### config.mk
export PLATFORM = sky130hd
export DESIGN_NAME = pwrbtn_debounce
export DESIGN_NICKNAME = d
export VERILOG_FILES = /design/src/rtl/pbd_pkg.sv /design/src/rtl/pbd_sync.sv /design/src/rtl/pbd_age.sv /design/src/rtl/pbd_flags.sv /design/src/rtl/pwrbtn_debounce.sv
export SDC_FILE = /design/constraint.sdc
export NUM_CORES = 1
export LEC_CHECK = 0
export BUFFER_PORTS_ARGS = -buffer_cell sky130_fd_sc_hd__buf_2
export CAP_MARGIN = 20
export CELL_PAD_IN_SITES_DETAIL_PLACEMENT = 0
export CELL_PAD_IN_SITES_GLOBAL_PLACEMENT = 1
export CORE_UTILIZATION = 38
export DETAILED_ROUTE_END_ITERATION = 8
export GPL_TIMING_DRIVEN = 0
export PLACE_DENSITY = 0.75
export SYNTH_ARGS = -nofsm -noshare
export SYNTH_HDL_FRONTEND = slang
export SYNTH_SLANG_ARGS = --single-unit
### constraint.sdc
create_clock -name clk -period 1.6 [get_ports clk]
set_input_delay 0.16 -clock clk [delete_from_list [all_inputs] [get_ports clk]]
set_output_delay 0.16 -clock clk [all_outputs]
set_load 0.005 [all_outputs]
### src/rtl/pbd_pkg.sv
package pbd_pkg;

    typedef enum logic [1:0] {
        DB_INSTANT = 2'b00,
        DB_SHORT   = 2'b01,
        DB_MEDIUM  = 2'b10,
        DB_LONG    = 2'b11
    } dbnc_mode_e;

    typedef struct packed {
        logic rise;
        logic fall;
        logic on;
    } qual_t;

    localparam int FLAG_FALL = 0;
    localparam int FLAG_RISE = 1;
    localparam int NUM_FLAGS = 2;

    // stable ticks needed before a turn-on request
    function automatic int on_ticks(dbnc_mode_e m, int ts, int tm, int tl);
        case (m)
            DB_INSTANT: return 0;
            DB_SHORT:   return ts;
            DB_MEDIUM:  return tm;
            default:    return tl;
        endcase
    endfunction

    // stable ticks needed before the press flag sets
    function automatic int fall_ticks(dbnc_mode_e m, int ts, int tm, int tl);
        case (m)
            DB_INSTANT,
            DB_SHORT:   return ts;
            DB_MEDIUM:  return tm;
            default:    return tl;
        endcase
    endfunction

endpackage

### src/rtl/pbd_sync.sv
module pbd_sync #(
    parameter int   STAGES  = 2,
    parameter logic RST_VAL = 1'b1
) (
    input  logic clk,
    input  logic rst,
    input  logic d,
    output logic q
);
    logic [STAGES-1:0] chain;

    always_ff @(posedge clk) begin
        if (rst) chain <= {STAGES{RST_VAL}};
        else     chain <= {chain[STAGES-2:0], d};
    end

    assign q = chain[STAGES-1];
endmodule

### src/rtl/pbd_age.sv
module pbd_age #(
    parameter int CW = 15
) (
    input  logic          clk,
    input  logic          rst,
    input  logic          lvl,
    output logic [CW-1:0] age
);
    localparam logic [CW-1:0] AGE_MAX = '1;

    logic          prev;
    logic [CW-1:0] age_r;
    logic          changed;

    assign changed = lvl ^ prev;
    // age is 0 in the first cycle of a new level
    assign age     = changed ? '0 : age_r;

    always_ff @(posedge clk) begin
        if (rst) begin
            prev  <= 1'b1;
            age_r <= AGE_MAX;   // saturated: nothing qualifies out of reset
        end else begin
            prev <= lvl;
            if (changed)
                age_r <= CW'(1);
            else if (age_r != AGE_MAX)
                age_r <= age_r + CW'(1);
        end
    end
endmodule

### src/rtl/pbd_flags.sv
module pbd_flags #(
    parameter int N = 2
) (
    input  logic         clk,
    input  logic         rst,
    input  logic [N-1:0] set,
    input  logic [N-1:0] clr,
    input  logic [N-1:0] mask,
    output logic [N-1:0] flags,
    output logic         irq
);
    for (genvar g = 0; g < N; g++) begin : g_flag
        always_ff @(posedge clk) begin
            if (rst)         flags[g] <= 1'b0;
            else if (set[g]) flags[g] <= 1'b1;   // a new event beats a clear
            else if (clr[g]) flags[g] <= 1'b0;
        end
    end

    assign irq = |(flags & ~mask);
endmodule

### src/rtl/pwrbtn_debounce.sv
module pwrbtn_debounce
    import pbd_pkg::*;
#(
    parameter int T_SHORT     = 1024,
    parameter int T_MEDIUM    = 4096,
    parameter int T_LONG      = 24576,
    parameter int SYNC_STAGES = 2
) (
    input  logic       clk,
    input  logic       rst,
    input  logic       btn_n_pin,
    input  logic [1:0] dbnc_sel,
    input  logic [1:0] irq_mask,
    input  logic [1:0] flag_clr,
    output logic       sense,
    output logic       turn_on_req,
    output logic [1:0] irq_flags,
    output logic       irq
);
    localparam int CW = $clog2(T_LONG + 2);
    localparam logic [CW-1:0] TH_RISE = CW'(T_SHORT);

    logic            lvl;
    logic [CW-1:0]   age;
    logic [CW-1:0]   th_on;
    logic [CW-1:0]   th_fall;
    dbnc_mode_e      mode;
    qual_t           fire;
    logic [NUM_FLAGS-1:0] set_vec;

    pbd_sync #(.STAGES(SYNC_STAGES), .RST_VAL(1'b1)) u_sync (
        .clk (clk),
        .rst (rst),
        .d   (btn_n_pin),
        .q   (lvl)
    );

    assign sense = lvl;

    pbd_age #(.CW(CW)) u_age (
        .clk (clk),
        .rst (rst),
        .lvl (lvl),
        .age (age)
    );

    assign mode = dbnc_mode_e'(dbnc_sel);

    always_comb begin
        th_on     = CW'(on_ticks(mode, T_SHORT, T_MEDIUM, T_LONG));
        th_fall   = CW'(fall_ticks(mode, T_SHORT, T_MEDIUM, T_LONG));
        // equality fires each qualification exactly once per held level
        fire.on   = !lvl && (age == th_on);
        fire.fall = !lvl && (age == th_fall);
        fire.rise =  lvl && (age == TH_RISE);
    end

    always_ff @(posedge clk) begin
        if (rst) turn_on_req <= 1'b0;
        else     turn_on_req <= fire.on;
    end

    always_comb begin
        set_vec            = '0;
        set_vec[FLAG_FALL] = fire.fall;
        set_vec[FLAG_RISE] = fire.rise;
    end

    pbd_flags #(.N(NUM_FLAGS)) u_flags (
        .clk   (clk),
        .rst   (rst),
        .set   (set_vec),
        .clr   (flag_clr),
        .mask  (irq_mask),
        .flags (irq_flags),
        .irq   (irq)
    );
endmodule

Yosys cells after proc, flatten, opt, wreduce, memory -nomap -nowiden --
Index checks and enable logic that the tools add are counted.
Operators by class: $add $sub $neg 1, equality and inequality tests 6, multiplexer cells 9, bitwise gates (word level) 3, reductions and logical operators 11
Operators with widths (count):
- $mux 15 | 3
- $pmux 15 s3 | 1
- $eq 15x15->1 | 2
- $pmux 15 s2 | 1
- $add 15x1->15 const B | 1
- $eq 15x11->1 const B | 1
- $ne 15x15->1 const B | 1
- $reduce_bool 2->1 | 3
- $reduce_or 2->1 | 3
- $mux 1 | 4
- $logic_and 1x1->1 | 3
- $and 2x2->2 | 1
- $eq 2x1->1 const B | 1
- $eq 2x2->1 const B | 1
- $logic_not 2->1 | 1
- $not 2->2 | 1
- $logic_not 1->1 | 1
- $xor 1x1->1 | 1
Word-level totals: bits in registers 21, input port bits 9, output and inout port bits 5, logic and storage cells 37

Longest topological paths before layout --
depth in word-level cells 6, mapped depth 5

By module --
From an unflattened synthesis, not the netlist that was laid out.
Second synthesis, totals: cells, all modules 147, area total of the unflattened synthesis 1167.4 µm²
Modules (own cells, without submodules):
- pbd_age | instances 1, cells an instance 112, area each 885.8 µm²
- pwrbtn_debounce | instances 1, cells an instance 20, area each 145.1 µm²
- pbd_flags | instances 1, cells an instance 11, area each 83.8 µm²
- pbd_sync | instances 1, cells an instance 4, area each 52.6 µm²

Least setup slack after synthesis --
OpenSTA, ideal clock, no wires.
kind register to register, start reg u_age.age_r[0], end reg u_age.age_r[9], arrival 1479 ps, required time 1473 ps, slack -6 ps, stages on the path, launching flop included 6, path buffers 0, clock period less this slack 1606 ps, cells stage by stage dfxtp_1 -> ha_1 -> nand2_1 -> nor3_1 -> nor3_1 -> or3b_1
Between the ends: longest elaborated chain between the ends 3, elaborated cells on any way between the ends 5, classes of those cells add/sub (1); eq/ne (1); mux (2); reduce/logical (1)
RTL lines:
- from (decl) | line pbd_age.sv:12 | logic [CW-1:0] age_r;
- from (signal assigned) | line pbd_age.sv:28 | age_r <= age_r + CW'(1);
- $add 15x1->15 | line pbd_age.sv:28
- $mux 15 | line pbd_age.sv:27 | else if (age_r != AGE_MAX)
- $mux 15 | line pbd_age.sv:25 | if (changed)
Several ways; a longest one is shown, not always the timed one. The select of a mux whose other input is x is not followed. A chain may end at the register's enable or synchronous reset.

Worst setup path after layout --
start reg u_age.age_r[7], end reg u_age.age_r[11]
Same word-level chain as after synthesis.

==> metrics.cfg <==
[timing]
slew_viol_final = 0
finalSetupTns_ns = -0.122
finClkSkew_ns = 0.00112
finalSetupViolations = 3
hold_viol = 0
period_share = 1.05
fmax_mhz = 597
fin_ws_ns = -0.0746
rsz0062_at_grt = true
relSlewSlack = 0.700
layout_min_cycle_time_ns = 1.67
worst_pin_slew_ns = 0.446

[detailed_routing]
route.detailed.drc = 0
drt_first_pass_iters = 4
vias = 1136
ant_nets = 0
first_iter_violations = 55
routedWlPerCell_um = 15.8
vias_per_cell = 6.04
wl_um = 2980

[placed_design]
place_inst = 179
io_buffer_count = 13
hpwl_um = 2080
routabilityCongestion = 0.849

[setup_path]
crit_chain = inv_1, or4_4, or4_4, o211ai_2
crit_top_cell = or4_4
endpoint_kind = flop
slowest_delay_ns = 0.55
crit_path_max_fanout = 4
arrival_ns = 1.92
cp_slowest_cell = or4_4
cp.required_ns = 1.85
worstSetupPathType = flop to flop
cp-start-kind = flop

[synth]
yosysWarningCount = 0
yosysTopAreaCell = dfxtp_1
ys_seq_elements = 21
synthTopCellsByArea = dfxtp_1 37%, o21ai_0 5.8%, nor4_1 3.9%, nand2_1 3.3%, nand4_1 3.3%
syn_area_um2 = 1130
syn_inst = 135
yosysSeqAreaShare = 0.372
avgSynthCellArea_um2 = 8.38
syn_nets = 145
synth.distinct_cells = 41
yosysTopAreaCellShare = 0.372

[clocking]
cts_hold_buf = 0
clk_pin_slew_worst_paths_ns = 0.12
ctsRootBufferMaster = clkbuf_4
cts.sinks = 21
clkLatencyLatePin_ns = 0.31
cts_buffer_depth = 2
cts_made_buffers = 3
cts_tree = built
htreeDepth = 1

[final_layout]
layout-drive-gt1-share = 0.414
final_cell_mix = 13 x buf_2, 12 x o21ai_0, 9 x inv_1, 9 x nand2_1, 9 x dfxtp_2
nFillCells = 260
nets = 168
areaGrowthSynthToFinish_pct = 29.0
diodes = 0
layout_commonest_cell = buf_2
fin_cells = 188
multi_input_area_um2 = 758
regArea_um2 = 450
utilization = 0.525

[run]
drv_cap = 0

[run_status]
status = finished with violations
violations = setup timing

[grt]
grt_first_pass_wirelength_um = 5110
antenna_found_initial = 0
grt_util_all_layers = 0.202
grt_max_degree = 13
grt_overflow = 0
grt_pass1_vias = 1100

[floorplan]
die_w_um = 56.6
fp.dieArea_um2 = 3200
io_pins = 14
die-height_um = 56.6
core_area_um2 = 2780
std_cell_rows = 19
start_util = 0.407

[pwr]
p_leak_nw = 0.574
finalPower_w = 0.00184
cellPowerDensity_nw_per_um2 = 1260
peakVddDrop_uv = 616

[worst_hold_path]
min_path_type = primary input to flop

power breakdown:
group / switching [W] / internal (W) / leakage, nW
clock network: 0.000172 / 0.0000933 / 0.0177
registers: 0.000142 / 0.000637 / 0.171
logic: 0.000431 / 0.000361 / 0.385
layout make-up:
cell class                      count  share of cell area
Inverter                            9              0.0232
Clock buffer                        3              0.0154
Timing Repair Buffer               20              0.0789
Clock inverter                      1             0.00343
Multi-Input combinational cell     98               0.520
Tap cell                           31              0.0266
Buffer                              5              0.0240
Sequential cell                    21               0.309
cells in the mapped netlist:
cell       number
clkbuf_2        1
o21ai_0        13
o22ai_1         2
and2_1          1
nor2_1          3
nand4b_1        1
a221oi_1        1
a41oi_1         1
nand4_1         6
clkbuf_1        4
xor2_1          2
nand2_1        10
a21oi_1         1
nor3_1          4
a311o_1         2
o211ai_2        1
dfxtp_1        21
nand3_1         7
and4_1          1
nand3_2         1
o311ai_0        2
nand3b_1        1
buf_2           2
nand2b_1        2
or4_1           4
a211o_1         1
or3_1           3
o211ai_1        1
nor4_1          7
a31o_2          2
nor4_4          1
and3_1          1
a31oi_1         5
or3b_1          1
nand4_2         1
inv_1           9
or2_2           3
ha_1            1
o2111ai_1       1
xnor2_1         2
mux2i_1         2
per-stage QoR:
step | hold slack (ns) | worst slack [ns] | cell area (um2)
2_1_floorplan | 0.264 | 0.0186 | 1140
3_3_place_gp | 0.347 | -0.298 | 1240
3_5_place_dp | 0.349 | -0.263 | 1240
4_1_cts | 0.0247 | -0.130 | 1370
5_1_grt | 0.0134 | -0.142 | 1460
6_report | 0.0263 | -0.0746 | 1460
final timing paths:
path	slack, ns	endpoint	from	depth (start not counted)
max	-0.07	u_age.age_r[11]	u_age.age_r[7]	4
min	0.03	u_sync.chain[0]	btn_n_pin	2
min reg2reg	0.43	u_sync.chain[1]	u_sync.chain[0]	1
max reg2reg	-0.07	u_age.age_r[11]	u_age.age_r[7]	4
routing by layer:
| layer | track usage | wire [um] | vias to the layer above |
|---|---|---|---|
| met1 | 0.262 | 1330 | 539 |
| met4 | 0.0592 | 23 | 0 |
| met5 | 0 | 0 | - |
| met3 | 0.0323 | 142 | 4 |
| met2 | 0.343 | 1480 | 31 |
| li1 | - | - | 562 |
kinds of logic after synthesis:
family,share of synthesized area
flip-flops,0.372
multiplexers,0.0177
AO/OA/AOI/OAI,0.198
AND/OR/NAND/NOR,0.314
buffers and inverters,0.0564
XOR/XNOR,0.0310
adder cells (fa/ha/maj),0.0111
what timing repair did:
action / CTS / global route
gates resized for setup: 22 / 23
pin swaps: 2 / 7
endpoints found under the setup margin: 16 / 13
setup buffers: 3 / 5
state kept, by name, summed over array words and instances, names as in the netlist:
signal and cells:
u_sync.chain 2, u_age.prev 1, u_age.age_r 15, u_flags.flags 2
turn_on_req 1
worst max-delay path: cells and delay by family, from the launching register on:
kind	cells	cell delay, ns
AO/OA/AOI/OAI	1	0.08
buffers and inverters	1	0.13
AND/OR/NAND/NOR	2	0.98
flip-flops	1	0.42
No activity file was read; power rests on OpenSTA's default activity.
